===== src/rtl/gpic_pkg.sv =====
package gpic_pkg;

    typedef enum logic [2:0] {
        TRIG_OFF    = 3'd0,
        TRIG_LVL_HI = 3'd1,
        TRIG_LVL_LO = 3'd2,
        TRIG_RISE   = 3'd3,
        TRIG_FALL   = 3'd4,
        TRIG_BOTH   = 3'd5,
        TRIG_RSV6   = 3'd6,
        TRIG_RSV7   = 3'd7
    } trig_e;

    // Bit layout of one pin word: [7] dev, [6] wake, [5:4] prio, [3] zero, [2:0] trig
    typedef struct packed {
        logic       dev;
        logic       wake;
        logic [1:0] prio;
        logic       rsvd;
        trig_e      trig;
    } pin_cfg_t;

    localparam int CFG_W       = 8;
    localparam int PRIO_W      = 2;
    localparam int BANK_STRIDE = 32;
    localparam int STRIDE_SH   = 5;

    // word index inside one bank window
    localparam logic [2:0] REG_EN_SET = 3'd0;
    localparam logic [2:0] REG_EN_CLR = 3'd1;
    localparam logic [2:0] REG_PEND   = 3'd2;
    localparam logic [2:0] REG_DEV    = 3'd3;

endpackage


===== src/rtl/gpic_pin.sv =====
module gpic_pin
    import gpic_pkg::*;
(
    input  logic           clk,
    input  logic           rst,
    input  logic           pin_in,
    input  logic           cfg_we,
    input  logic [CFG_W-1:0] cfg_wdata,
    input  logic           en_set,
    input  logic           en_clr,
    input  logic           pend_clr,
    input  logic           dev_set,
    output pin_cfg_t       cfg_q,
    output logic           en_q,
    output logic           pend_q
);

    logic prev_q;
    logic hit;
    logic unused_rsvd;

    assign unused_rsvd = cfg_wdata[3];

    always_ff @(posedge clk) begin
        if (rst) prev_q <= 1'b0;
        else     prev_q <= pin_in;
    end

    always_comb begin
        unique case (cfg_q.trig)
            TRIG_OFF:    hit = 1'b0;
            TRIG_LVL_HI: hit = pin_in;
            TRIG_LVL_LO: hit = ~pin_in;
            TRIG_RISE:   hit = pin_in & ~prev_q;
            TRIG_FALL:   hit = ~pin_in & prev_q;
            TRIG_BOTH:   hit = pin_in ^ prev_q;
            TRIG_RSV6:   hit = 1'b0;
            TRIG_RSV7:   hit = 1'b0;
        endcase
    end

    always_ff @(posedge clk) begin
        if (rst) begin
            cfg_q <= '0;
        end else if (cfg_we) begin
            cfg_q.dev  <= cfg_wdata[7];
            cfg_q.wake <= cfg_wdata[6];
            cfg_q.prio <= cfg_wdata[5:4];
            cfg_q.rsvd <= 1'b0;
            cfg_q.trig <= trig_e'(cfg_wdata[2:0]);
        end else if (dev_set) begin
            cfg_q.dev  <= 1'b1;
        end
    end

    always_ff @(posedge clk) begin
        if (rst)         en_q <= 1'b0;
        else if (en_set) en_q <= 1'b1;
        else if (en_clr) en_q <= 1'b0;
    end

    // a new event overrides a simultaneous acknowledge
    always_ff @(posedge clk) begin
        if (rst) pend_q <= 1'b0;
        else     pend_q <= (pend_q & ~pend_clr) | hit;
    end

    AST_OFF_STAYS_CLEAR: assert property (@(posedge clk) disable iff (rst)
        (cfg_q.trig == TRIG_OFF && !pend_q) |=> !pend_q);
    AST_LEVEL_STICKS: assert property (@(posedge clk) disable iff (rst)
        (cfg_q.trig == TRIG_LVL_HI && pin_in) |=> pend_q);

endmodule


===== src/rtl/gpic_arbiter.sv =====
module gpic_arbiter
    import gpic_pkg::*;
#(
    parameter int NUM_PINS = 128,
    parameter int NUM_LVL  = 4,
    localparam int IDX_W   = $clog2(NUM_PINS)
) (
    input  logic                              clk,
    input  logic                              rst,
    input  logic [NUM_PINS-1:0]               pend,
    input  logic [NUM_PINS-1:0]               en,
    input  logic [NUM_PINS-1:0][PRIO_W-1:0]   prio,
    output logic [NUM_LVL-1:0]                req,
    output logic                              win_valid,
    output logic [IDX_W-1:0]                  win_idx
);

    logic [IDX_W-1:0] low_all [NUM_LVL];

    for (genvar l = 0; l < NUM_LVL; l++) begin : g_lvl
        logic [NUM_PINS-1:0] act;
        logic [IDX_W-1:0]    low;

        for (genvar i = 0; i < NUM_PINS; i++) begin : g_act
            assign act[i] = pend[i] & en[i] & (prio[i] == PRIO_W'(l));
        end

        always_comb begin
            low = '0;
            for (int i = NUM_PINS - 1; i >= 0; i--) begin
                if (act[i]) low = IDX_W'(i);
            end
        end

        assign req[l]     = |act;
        assign low_all[l] = low;
    end

    always_comb begin
        win_valid = 1'b0;
        win_idx   = '0;
        for (int l = NUM_LVL - 1; l >= 0; l--) begin
            if (req[l]) begin
                win_valid = 1'b1;
                win_idx   = low_all[l];
            end
        end
    end

    AST_WIN_IS_LIVE: assert property (@(posedge clk) disable iff (rst)
        win_valid |-> (pend[win_idx] && en[win_idx]));
    AST_WIN_LINE_RAISED: assert property (@(posedge clk) disable iff (rst)
        win_valid |-> req[prio[win_idx]]);
    AST_NO_EN_NO_REQ: assert property (@(posedge clk) disable iff (rst)
        (en == '0) |-> (req == '0 && !win_valid));

endmodule


===== src/rtl/gpic_dma_sel.sv =====
module gpic_dma_sel #(
    parameter int NUM_PINS = 128,
    parameter int NUM_CH   = 2,
    parameter int DATA_W   = 32,
    localparam int IDX_W   = $clog2(NUM_PINS)
) (
    input  logic                clk,
    input  logic                rst,
    input  logic                we,
    input  logic [NUM_CH-1:0]   be,
    input  logic [DATA_W-1:0]   wdata,
    input  logic [NUM_PINS-1:0] gpio_in,
    output logic [IDX_W-1:0]    sel_q [NUM_CH],
    output logic [NUM_CH-1:0]   trig
);

    logic unused_wdata;
    assign unused_wdata = ^wdata;

    for (genvar c = 0; c < NUM_CH; c++) begin : g_ch
        always_ff @(posedge clk) begin
            if (rst)                 sel_q[c] <= '0;
            else if (we && be[c])    sel_q[c] <= wdata[c*8 +: IDX_W];
        end

        assign trig[c] = gpio_in[sel_q[c]];

        AST_LANE_KEEP: assert property (@(posedge clk) disable iff (rst)
            (we && !be[c]) |=> $stable(sel_q[c]));
    end

endmodule


===== src/rtl/gpio_irq_ctrl.sv =====
module gpio_irq_ctrl
    import gpic_pkg::*;
#(
    parameter int NUM_BANKS = 4,
    parameter int BANK_W    = 32,
    parameter int NUM_LVL   = 4,
    parameter int NUM_DMA   = 2,
    parameter int ADDR_W    = 10,
    parameter int DATA_W    = 32,
    localparam int NUM_PINS   = NUM_BANKS * BANK_W,
    localparam int IDX_W      = $clog2(NUM_PINS),
    localparam int BE_W       = DATA_W / 8,
    localparam int BANK_SEL_W = (NUM_BANKS > 1) ? $clog2(NUM_BANKS) : 1
) (
    input  logic                clk,
    input  logic                rst,
    input  logic [NUM_PINS-1:0] gpio_in,
    input  logic                bus_we,
    input  logic [BE_W-1:0]     bus_be,
    input  logic [ADDR_W-1:0]   bus_addr,
    input  logic [DATA_W-1:0]   bus_wdata,
    output logic [DATA_W-1:0]   bus_rdata,
    output logic [NUM_LVL-1:0]  cpu_req,
    output logic                cpu_wake,
    output logic [NUM_PINS-1:0] dev_sel,
    output logic [NUM_DMA-1:0]  dma_trig
);

    localparam logic [ADDR_W-1:0] BANK_BASE = ADDR_W'(NUM_PINS * 4);
    localparam logic [ADDR_W-1:0] BANK_SPAN = ADDR_W'(NUM_BANKS * BANK_STRIDE);
    localparam logic [ADDR_W-1:0] DMA_ADDR  = BANK_BASE + BANK_SPAN;
    localparam logic [ADDR_W-1:0] DISP_ADDR = DMA_ADDR + ADDR_W'(4);

    // ---------------- address decode ----------------
    logic                  aligned;
    logic                  hit_cfg;
    logic                  hit_bank;
    logic                  hit_dma;
    logic                  hit_disp;
    logic [ADDR_W-1:0]     bank_off;
    logic [BANK_SEL_W-1:0] bank_idx;
    logic [2:0]            reg_idx;
    logic [IDX_W-1:0]      cfg_idx;

    assign aligned  = (bus_addr[1:0] == 2'b00);
    assign hit_cfg  = aligned && (bus_addr < BANK_BASE);
    assign bank_off = bus_addr - BANK_BASE;
    assign hit_bank = aligned && (bus_addr >= BANK_BASE) && (bank_off < BANK_SPAN);
    assign hit_dma  = aligned && (bus_addr == DMA_ADDR);
    assign hit_disp = aligned && (bus_addr == DISP_ADDR);
    assign bank_idx = bank_off[BANK_SEL_W+STRIDE_SH-1:STRIDE_SH];
    assign reg_idx  = bank_off[4:2];
    assign cfg_idx  = bus_addr[IDX_W+1:2];

    logic [NUM_BANKS-1:0] wr_en_set;
    logic [NUM_BANKS-1:0] wr_en_clr;
    logic [NUM_BANKS-1:0] wr_pend;
    logic [NUM_BANKS-1:0] wr_dev;
    logic                 wr_cfg;
    logic                 wr_dma;

    always_comb begin
        wr_cfg = bus_we && hit_cfg;
        wr_dma = bus_we && hit_dma;
        for (int b = 0; b < NUM_BANKS; b++) begin
            wr_en_set[b] = bus_we && hit_bank && (bank_idx == BANK_SEL_W'(b)) && (reg_idx == REG_EN_SET);
            wr_en_clr[b] = bus_we && hit_bank && (bank_idx == BANK_SEL_W'(b)) && (reg_idx == REG_EN_CLR);
            wr_pend[b]   = bus_we && hit_bank && (bank_idx == BANK_SEL_W'(b)) && (reg_idx == REG_PEND);
            wr_dev[b]    = bus_we && hit_bank && (bank_idx == BANK_SEL_W'(b)) && (reg_idx == REG_DEV);
        end
    end

    // ---------------- per-pin cells ----------------
    pin_cfg_t                          cfg_arr [NUM_PINS];
    logic [NUM_PINS-1:0]               en_vec;
    logic [NUM_PINS-1:0]               pend_vec;
    logic [NUM_PINS-1:0]               wake_vec;
    logic [NUM_PINS-1:0][PRIO_W-1:0]   prio_vec;

    for (genvar i = 0; i < NUM_PINS; i++) begin : g_pin
        localparam int BK = i / BANK_W;
        localparam int BT = i % BANK_W;

        gpic_pin i_cell (
            .clk       (clk),
            .rst       (rst),
            .pin_in    (gpio_in[i]),
            .cfg_we    (wr_cfg && (cfg_idx == IDX_W'(i))),
            .cfg_wdata (bus_wdata[CFG_W-1:0]),
            .en_set    (wr_en_set[BK] && bus_wdata[BT]),
            .en_clr    (wr_en_clr[BK] && bus_wdata[BT]),
            .pend_clr  (wr_pend[BK]   && bus_wdata[BT]),
            .dev_set   (wr_dev[BK]    && bus_wdata[BT]),
            .cfg_q     (cfg_arr[i]),
            .en_q      (en_vec[i]),
            .pend_q    (pend_vec[i])
        );

        assign dev_sel[i]  = cfg_arr[i].dev;
        assign wake_vec[i] = cfg_arr[i].wake;
        assign prio_vec[i] = cfg_arr[i].prio;
    end

    // ---------------- priority resolution ----------------
    logic             win_valid;
    logic [IDX_W-1:0] win_idx;

    gpic_arbiter #(
        .NUM_PINS (NUM_PINS),
        .NUM_LVL  (NUM_LVL)
    ) i_arb (
        .clk       (clk),
        .rst       (rst),
        .pend      (pend_vec),
        .en        (en_vec),
        .prio      (prio_vec),
        .req       (cpu_req),
        .win_valid (win_valid),
        .win_idx   (win_idx)
    );

    assign cpu_wake = |(pend_vec & wake_vec);

    // ---------------- DMA trigger selection ----------------
    logic [IDX_W-1:0] dma_sel [NUM_DMA];

    gpic_dma_sel #(
        .NUM_PINS (NUM_PINS),
        .NUM_CH   (NUM_DMA),
        .DATA_W   (DATA_W)
    ) i_dma (
        .clk     (clk),
        .rst     (rst),
        .we      (wr_dma),
        .be      (bus_be[NUM_DMA-1:0]),
        .wdata   (bus_wdata),
        .gpio_in (gpio_in),
        .sel_q   (dma_sel),
        .trig    (dma_trig)
    );

    logic unused_be;
    assign unused_be = ^bus_be;

    // ---------------- read mux ----------------
    logic [DATA_W-1:0] dma_word;

    always_comb begin
        dma_word = '0;
        for (int c = 0; c < NUM_DMA; c++) begin
            dma_word[c*8 +: IDX_W] = dma_sel[c];
        end
    end

    always_comb begin
        bus_rdata = '0;
        if (hit_cfg) begin
            bus_rdata = DATA_W'(cfg_arr[cfg_idx]);
        end else if (hit_bank) begin
            case (reg_idx)
                REG_EN_SET: bus_rdata = DATA_W'(en_vec[bank_idx*BANK_W +: BANK_W]);
                REG_EN_CLR: bus_rdata = DATA_W'(en_vec[bank_idx*BANK_W +: BANK_W]);
                REG_PEND:   bus_rdata = DATA_W'(pend_vec[bank_idx*BANK_W +: BANK_W]);
                REG_DEV:    bus_rdata = DATA_W'(dev_sel[bank_idx*BANK_W +: BANK_W]);
                default:    bus_rdata = '0;
            endcase
        end else if (hit_dma) begin
            bus_rdata = dma_word;
        end else if (hit_disp) begin
            bus_rdata = win_valid ? DATA_W'(win_idx) : '1;
        end
    end

    AST_WAKE_NEEDS_PEND: assert property (@(posedge clk) disable iff (rst)
        cpu_wake |-> (pend_vec != '0));

endmodule


===== config.mk =====
export PLATFORM = sky130hd
export DESIGN_NAME = gpio_irq_ctrl
export DESIGN_NICKNAME = d
export VERILOG_FILES = /design/src/rtl/gpic_pkg.sv /design/src/rtl/gpic_pin.sv /design/src/rtl/gpic_arbiter.sv /design/src/rtl/gpic_dma_sel.sv /design/src/rtl/gpio_irq_ctrl.sv
export SDC_FILE = /design/constraint.sdc
export NUM_CORES = 2
export LEC_CHECK = 0
export ABC_CLOCK_PERIOD_IN_PS = 7300
export CELL_PAD_IN_SITES_DETAIL_PLACEMENT = 1
export CELL_PAD_IN_SITES_GLOBAL_PLACEMENT = 2
export CORE_MARGIN = 1.5
export CORE_UTILIZATION = 35
export DETAILED_ROUTE_END_ITERATION = 10
export DONT_BUFFER_PORTS = 1
export PLACE_DENSITY = 0.71
export REMOVE_ABC_BUFFERS = 1
export SLEW_MARGIN = 20
export SYNTH_ARGS = -nofsm -noshare
export SYNTH_HDL_FRONTEND = slang
export SYNTH_HIERARCHICAL = 1
export SYNTH_SLANG_ARGS = --single-unit

===== constraint.sdc =====
create_clock -name clk -period 7.3 [get_ports clk]
set_clock_uncertainty 0.2 [all_clocks]
set_input_delay 0.73 -clock clk [delete_from_list [all_inputs] [get_ports clk]]
set_output_delay 0.73 -clock clk [all_outputs]
set_load 0.02 [all_outputs]

* Word-level counts from Yosys, hierarchy flattened
Cells that the tools add are included.
** Word-level totals
- Output and inout port bits :: 167
- Input bits :: 177
- Flip-flop bits (word level) :: 1294
** Operators by class
- Equal/unequal tests :: 1415
- Bitwise gates (word level) :: 1666
- Reduce and logical (&&, ||, !) cells :: 1320
- Order comparisons :: 6
- Shift-type cells :: 3
- Multiplexer cells :: 1173
- Add/subtract/negate cells :: 1
** Operator list (number)
- 7-bit two-way mux :: 516
- 3-bit equality test (second input constant) :: 512
- 1-bit bitwise AND :: 1024
- 3-bit by 2-bit equality test with 1-bit output (second input constant) :: 258
- 1-bit case mux with 6 select lines :: 128
- 1-bit logical AND :: 670
- 128-bit OR reduction :: 5
- 1-bit two-way mux :: 518
- 2-bit equality test (second input constant) :: 258
- 2-bit nonzero test :: 256
- 7-bit equality test (second input constant) :: 64
- 3-bit by 1-bit equality test with 1-bit output (second input constant) :: 129
- 3-bit zero test :: 129
- 1-bit NOT :: 384
- 3-bit OR reduction :: 128
- 128-bit by 8-bit variable part select with 32-bit output :: 3
- 2-bit zero test :: 130
- 2-bit by 1-bit equality test with 1-bit output (second input constant) :: 129
- 7-bit by 6-bit equality test with 1-bit output (second input constant) :: 32
- 32-bit two-way mux :: 5
- 128-bit bitwise AND :: 1
- 1-bit bitwise OR :: 128
- 1-bit XOR :: 128
- 7-bit by 5-bit equality test with 1-bit output (second input constant) :: 16
- 18 further kinds :: 33

* Longest topological paths before layout
- Depth after elaboration :: 139
- Gate-level depth with buffers :: 16
- Depth with buffers taken out :: 15

* Hierarchy
The synthesis kept the hierarchy.
** Modules (own cells, without submodules)
- gpic_pin :: area an instance 447.9 um^2, instances 128, cells an instance 48
- gpio_irq_ctrl :: area an instance 17346.6 um^2, instances 1, cells an instance 2186
- gpic_arbiter :: area an instance 12021.5 um^2, instances 1, cells an instance 1776
- gpic_dma_sel :: area an instance 2716.4 um^2, instances 1, cells an instance 238

* Worst setup path before layout
No wires, ideal clock.
- Path kind :: register to output
- From :: reg g_pin[64].i_cell.pend_q
- To :: out bus_rdata[10]
- Buffers on the path :: 2
- Data arrival time :: 3.689 ns
- Setup slack :: 2.681 ns
- Stages on the path, launching flop included :: 12
- Cell sequence :: dfxtp_1 > nor4bb_1 > or4_1 > or4b_4 > nor4_4 > nand3_2 > clkbuf_1 > or3_1 > o21ai_0 > nand2_1 > buf_2 > a21oi_1
** On the way
- Elaborated cells on any way between the ends :: 18
- Classes of those cells :: 9 x mux; 5 x bitwise; 4 x reduce/logical
** RTL lines
- from (decl) :: RTL line gpic_pin.sv:15 : output logic pend_q
- from (signal assigned) :: RTL line gpic_pin.sv:65 : else pend_q <= (pend_q & ~pend_clr) | hit;
- 1-bit bitwise AND (2 in series) :: RTL line gpic_arbiter.sv:25 : assign act[i] = pend[i] & en[i] & (prio[i] == PRIO_W'(l));
- 128-bit OR reduction :: RTL line gpic_arbiter.sv:35 : assign req[l] = |act;
- via cpu_req[0] :: RTL line gpio_irq_ctrl.sv:23 : output logic [NUM_LVL-1:0] cpu_req,
- 1-bit two-way mux :: RTL line gpic_arbiter.sv:43 : if (req[l]) begin
- via win_valid :: RTL line gpio_irq_ctrl.sv:105 : logic win_valid;
- 32-bit two-way mux :: RTL line gpio_irq_ctrl.sv:170 : bus_rdata = win_valid ? DATA_W'(win_idx) : '1;
- 32-bit two-way mux :: RTL line gpio_irq_ctrl.sv:169 : end else if (hit_disp) begin
- 32-bit two-way mux :: RTL line gpio_irq_ctrl.sv:167 : end else if (hit_dma) begin
- 32-bit two-way mux :: RTL line gpio_irq_ctrl.sv:159 : end else if (hit_bank) begin
- 32-bit two-way mux :: RTL line gpio_irq_ctrl.sv:157 : if (hit_cfg) begin
- to (decl) :: RTL line gpio_irq_ctrl.sv:22 : output logic [DATA_W-1:0] bus_rdata,
The timed path passes the listed nets, and every way through them passes these cells.

* Final worst setup path
- From :: reg g_pin[127].i_cell.pend_q
- To :: out bus_rdata[1]
** On the way
- Word-level cells in the longest chain between the ends :: 139
- Elaborated cells on any way between the ends :: 534
- Classes of those cells :: 525 x mux; 5 x bitwise; 4 x reduce/logical
** RTL lines
- from (decl) :: RTL line gpic_pin.sv:15
- from (signal assigned) :: RTL line gpic_pin.sv:65
- 1-bit bitwise AND * :: RTL line gpic_arbiter.sv:25
- 1-bit bitwise AND :: RTL line gpic_arbiter.sv:25
- 7-bit two-way mux (128 in series) :: RTL line gpic_arbiter.sv:31 : if (act[i]) low = IDX_W'(i);
- 7-bit two-way mux (3 in series) :: RTL line gpic_arbiter.sv:43
- 7-bit two-way mux * :: RTL line gpic_arbiter.sv:43
- via win_idx[1] :: RTL line gpio_irq_ctrl.sv:106 : logic [IDX_W-1:0] win_idx;
- 32-bit two-way mux * :: RTL line gpio_irq_ctrl.sv:170
- 32-bit two-way mux * :: RTL line gpio_irq_ctrl.sv:169
- 32-bit two-way mux * :: RTL line gpio_irq_ctrl.sv:167
- 32-bit two-way mux * :: RTL line gpio_irq_ctrl.sv:159
- 32-bit two-way mux * :: RTL line gpio_irq_ctrl.sv:157
The timed path passes the listed nets; every way through them passes the cells marked *.

==> flow_metrics.tcl <==
set metrics [dict create \
    cp.buffers_inverters 1 \
    p_switching_mw 5.00 \
    power.total_mw 17.5 \
    nets 10800 \
    finalCoreUtilization 0.398 \
    viasPerCell 6.73 \
    grt_antenna_before_repair 175 \
    place.gp.congestion 1.10 \
    hpwl_um 458000 \
    initial_core_util 0.352 \
    status "complete, but fails checks" \
    drt_iter0_drc 12400 \
    crit_path_frequent_cell "a21oi_1" \
    leakagePower_nw 36.0 \
    final_cell_area_mm2 0.101 \
    muxShareOfSynthArea 0.180 \
    p_comb_frac 0.094 \
    synth_most_common_cell "nor2_1" \
    rsz0062_at_grt "false" \
    stdcell_count 14100 \
    worstMarginPinSlew_ps 1400 \
    die_area_mm2 0.259 \
    path_cells "nor4bb_1 > nor4b_1 > nand4_1 > nor4_4 > nand3_2 > or4_1 > a211oi_1 > a41oi_1 > or3b_1 > inv_1 > a21oi_1 > a21oi_1 > o21ai_0 > a311o_1" \
    rows 185 \
    endpoint_kind "output pin" \
    ctsResizeCount 0 \
    grt_max_degree 352 \
    syn_area_mm2 0.0894 \
    grt_usage 0.497 \
    internal_power_mw 12.5 \
    cts_sinks 1294 \
    slew_headroom 0.0578 \
    fp.dieW_um 508 \
    cts-root-buf "clkbuf_16" \
    synthArstFlopShare 0 \
    synth_top_family_by_area "simple AND/OR/NAND/NOR gates" \
    cts_buffers 165 \
    core-area_mm2 0.254 \
    synth_xor_xnor_area_share 0 \
    io_pins 344 \
    synth_edf_count 0 \
    areaGrowthSynthToFinish_pct 13.0 \
    swShare 0.285 \
    hold_slack_ps -31.5 \
    ys_types 98 \
    cellPowerDensity_mw_per_mm2 173 \
    maxSlewViolCount 0 \
    critPathLaunchType "flip-flop" \
    post-cts-setup-buffers 0 \
    yosys.area_share.simple 0.271 \
    peakVddDrop_uv 269 \
    drc 0 \
    cp_data_required_time_ps 6370 \
    fmaxAchievable_ghz 0.136 \
    synth_top_area_frac 0.290 \
    violations "hold timing, setup timing" \
    place_ws_ps 1180 \
    wl_um 668000 \
    drive_above_1_share 0.139 \
    synth_ff_type "dfxtp_1" \
    clkPwrFrac 0.499 \
    synth_commonest_cells "1,399 x nor2_1, 1,294 x dfxtp_1, 933 x mux2i_1, 540 x inv_1, 535 x and2_1" \
    setup_violations 1 \
    cp_data_arrival_time_ps 6430 \
    timing.final.ws_setup_ps -62.2 \
    fillers 29500 \
    clockBufferDepth 3 \
    timing.final.crit_share 1.01 \
    path_clk_slew_ps 60 \
    grt_pass1_vias 88600 \
    synthAdderAreaFrac 0.0358 \
    dpl_cell_area_mm2 0.0921 \
    critPathMaxFanout 10 \
    cpMaxStageDelayCell "nor4b_1" \
    grt_pass1_wl_um 857000 \
    syn_inst 10300 \
    port_buffers 0 \
    synth_compound_area_frac 0.139 \
    drtPass1Iterations 6 \
    dp_cells 13300 \
    synth_area_per_cell_um2 8.64 \
    hold_class "in -> reg" \
    pwr-share-seq 0.407 \
    slowest_delay_ps 700 \
    ant_nets 0 \
    die_h_um 508 \
    ys_ff_latch 1294 \
    avgRoutedWirePerCell_um 47.4 \
    min_period_ps 7360 \
    h-tree-depth 4 \
    crit_type "reg -> out" \
    finalHoldViolations 2 \
    maxCapViolCount 0 \
    clock_latency_ps 910 \
    yosys.area.top_type "dfxtp_1" \
    ys_seq_area_frac 0.290 \
    num_vias 94800 \
    cts_tree "yes" \
    grt_remaining_overflow 0 \
    yosys-top-cells-area "dfxtp_1 29%, mux2i_1 10%, mux4_2 6.6%, nor2_1 5.9%, and2_1 3.7%" \
    yosysWarnings 6 \
    path_delay_family "simple AND/OR/NAND/NOR gates" \
]
## flip-flops by register name, summed over array words and instances (netlist names)
register and count:
i_dma/sel_q 14, g_pin.i_cell/en_q 128, g_pin.i_cell/pend_q 128, g_pin.i_cell/prev_q 128
g_pin.i_cell/cfg_q 896
## kinds of logic after synthesis
group           Yosys count
buf+inv                1347
compound gates         1720
other cells             128
flops                  1294
fa+ha+maj               256
mux                    1237
simple gates           4362
## cell type report
| cell class | instances | area (µm²) | share of cell area |
|---|---|---|---|
| diodes | 249 | 623 | 0.00617 |
| repair buffers | 511 | 5310 | 0.0525 |
| clock inverters | 57 | 771 | 0.00763 |
| clock buffers | 238 | 4780 | 0.0473 |
| flip-flops and latches | 1294 | 25900 | 0.257 |
| multi-input cells | 7703 | 56900 | 0.563 |
| inverters | 671 | 2520 | 0.0249 |
| well taps | 3366 | 4210 | 0.0417 |
## final timing paths
path | startpoint | to | slack (ps) | cells past startpoint
worst max-delay path | g_pin[127].i_cell/pend_q | bus_rdata[1] | -60 | 14
worst min register to register | i_dma/sel_q[3] | i_dma/sel_q[3] | 320 | 2
worst max register to register | g_pin[90].i_cell/pend_q | g_pin[90].i_cell/pend_q | 4800 | 4
worst min-delay path | bus_wdata[30] | g_pin[62].i_cell/en_q | -30 | 4
## layer usage
layer	routed length [µm]	global-route usage	vias to the layer above
li1	-	-	37400
met1	250000	0.582	48800
met5	387	0	-
met4	66200	0.441	48
met2	274000	0.704	6695
met3	76800	0.189	1858
## stage by stage
| step | setup TNS (ps) | hold WS (ps) |
|---|---|---|
| 6_report | -62.2 | -31.5 |
| 5_1_grt | 0 | 19.3 |
| 4_1_cts | 0 | 0.223 |
| 3_5_place_dp | 0 | 304 |
| 3_3_place_gp | 0 | 287 |
| 2_1_floorplan | 0 | 275 |
## power groups by stage
stage / clock network [mW] / logic [mW] / registers, mW
2_1_floorplan: 0 / 0.438 / 7.28
3_3_place_gp: 0 / 0.990 / 7.28
3_5_place_dp: 0 / 1.03 / 7.29
4_1_cts: 8.75 / 1.45 / 7.13
5_1_grt: 9.00 / 1.62 / 7.13
6_report: 8.76 / 1.64 / 7.13
## worst min-delay path, stage by stage
cell     delay, ps
and2_1         120
inv_1           50
a21oi_1         50
nor2_1          70
## what timing repair did
action / in CTS / in global routing
endpoints found under the hold margin: 872 / 50
endpoints found under the setup margin: 0 / 0
hold buffers: 194 / 4
## layout by cell type (no fill, tap or decap), types with 263 or more instances in the layout
cell / n
nand2_1: 446
mux4_2: 263
mux2i_1: 933
a21oi_1: 449
nor2_1: 1337
dfxtp_1: 1288
nor2b_1: 290
inv_1: 540
buf_4: 290
nor3_1: 324
and2_1: 534
No activity file was read; power rests on OpenSTA's default activity.
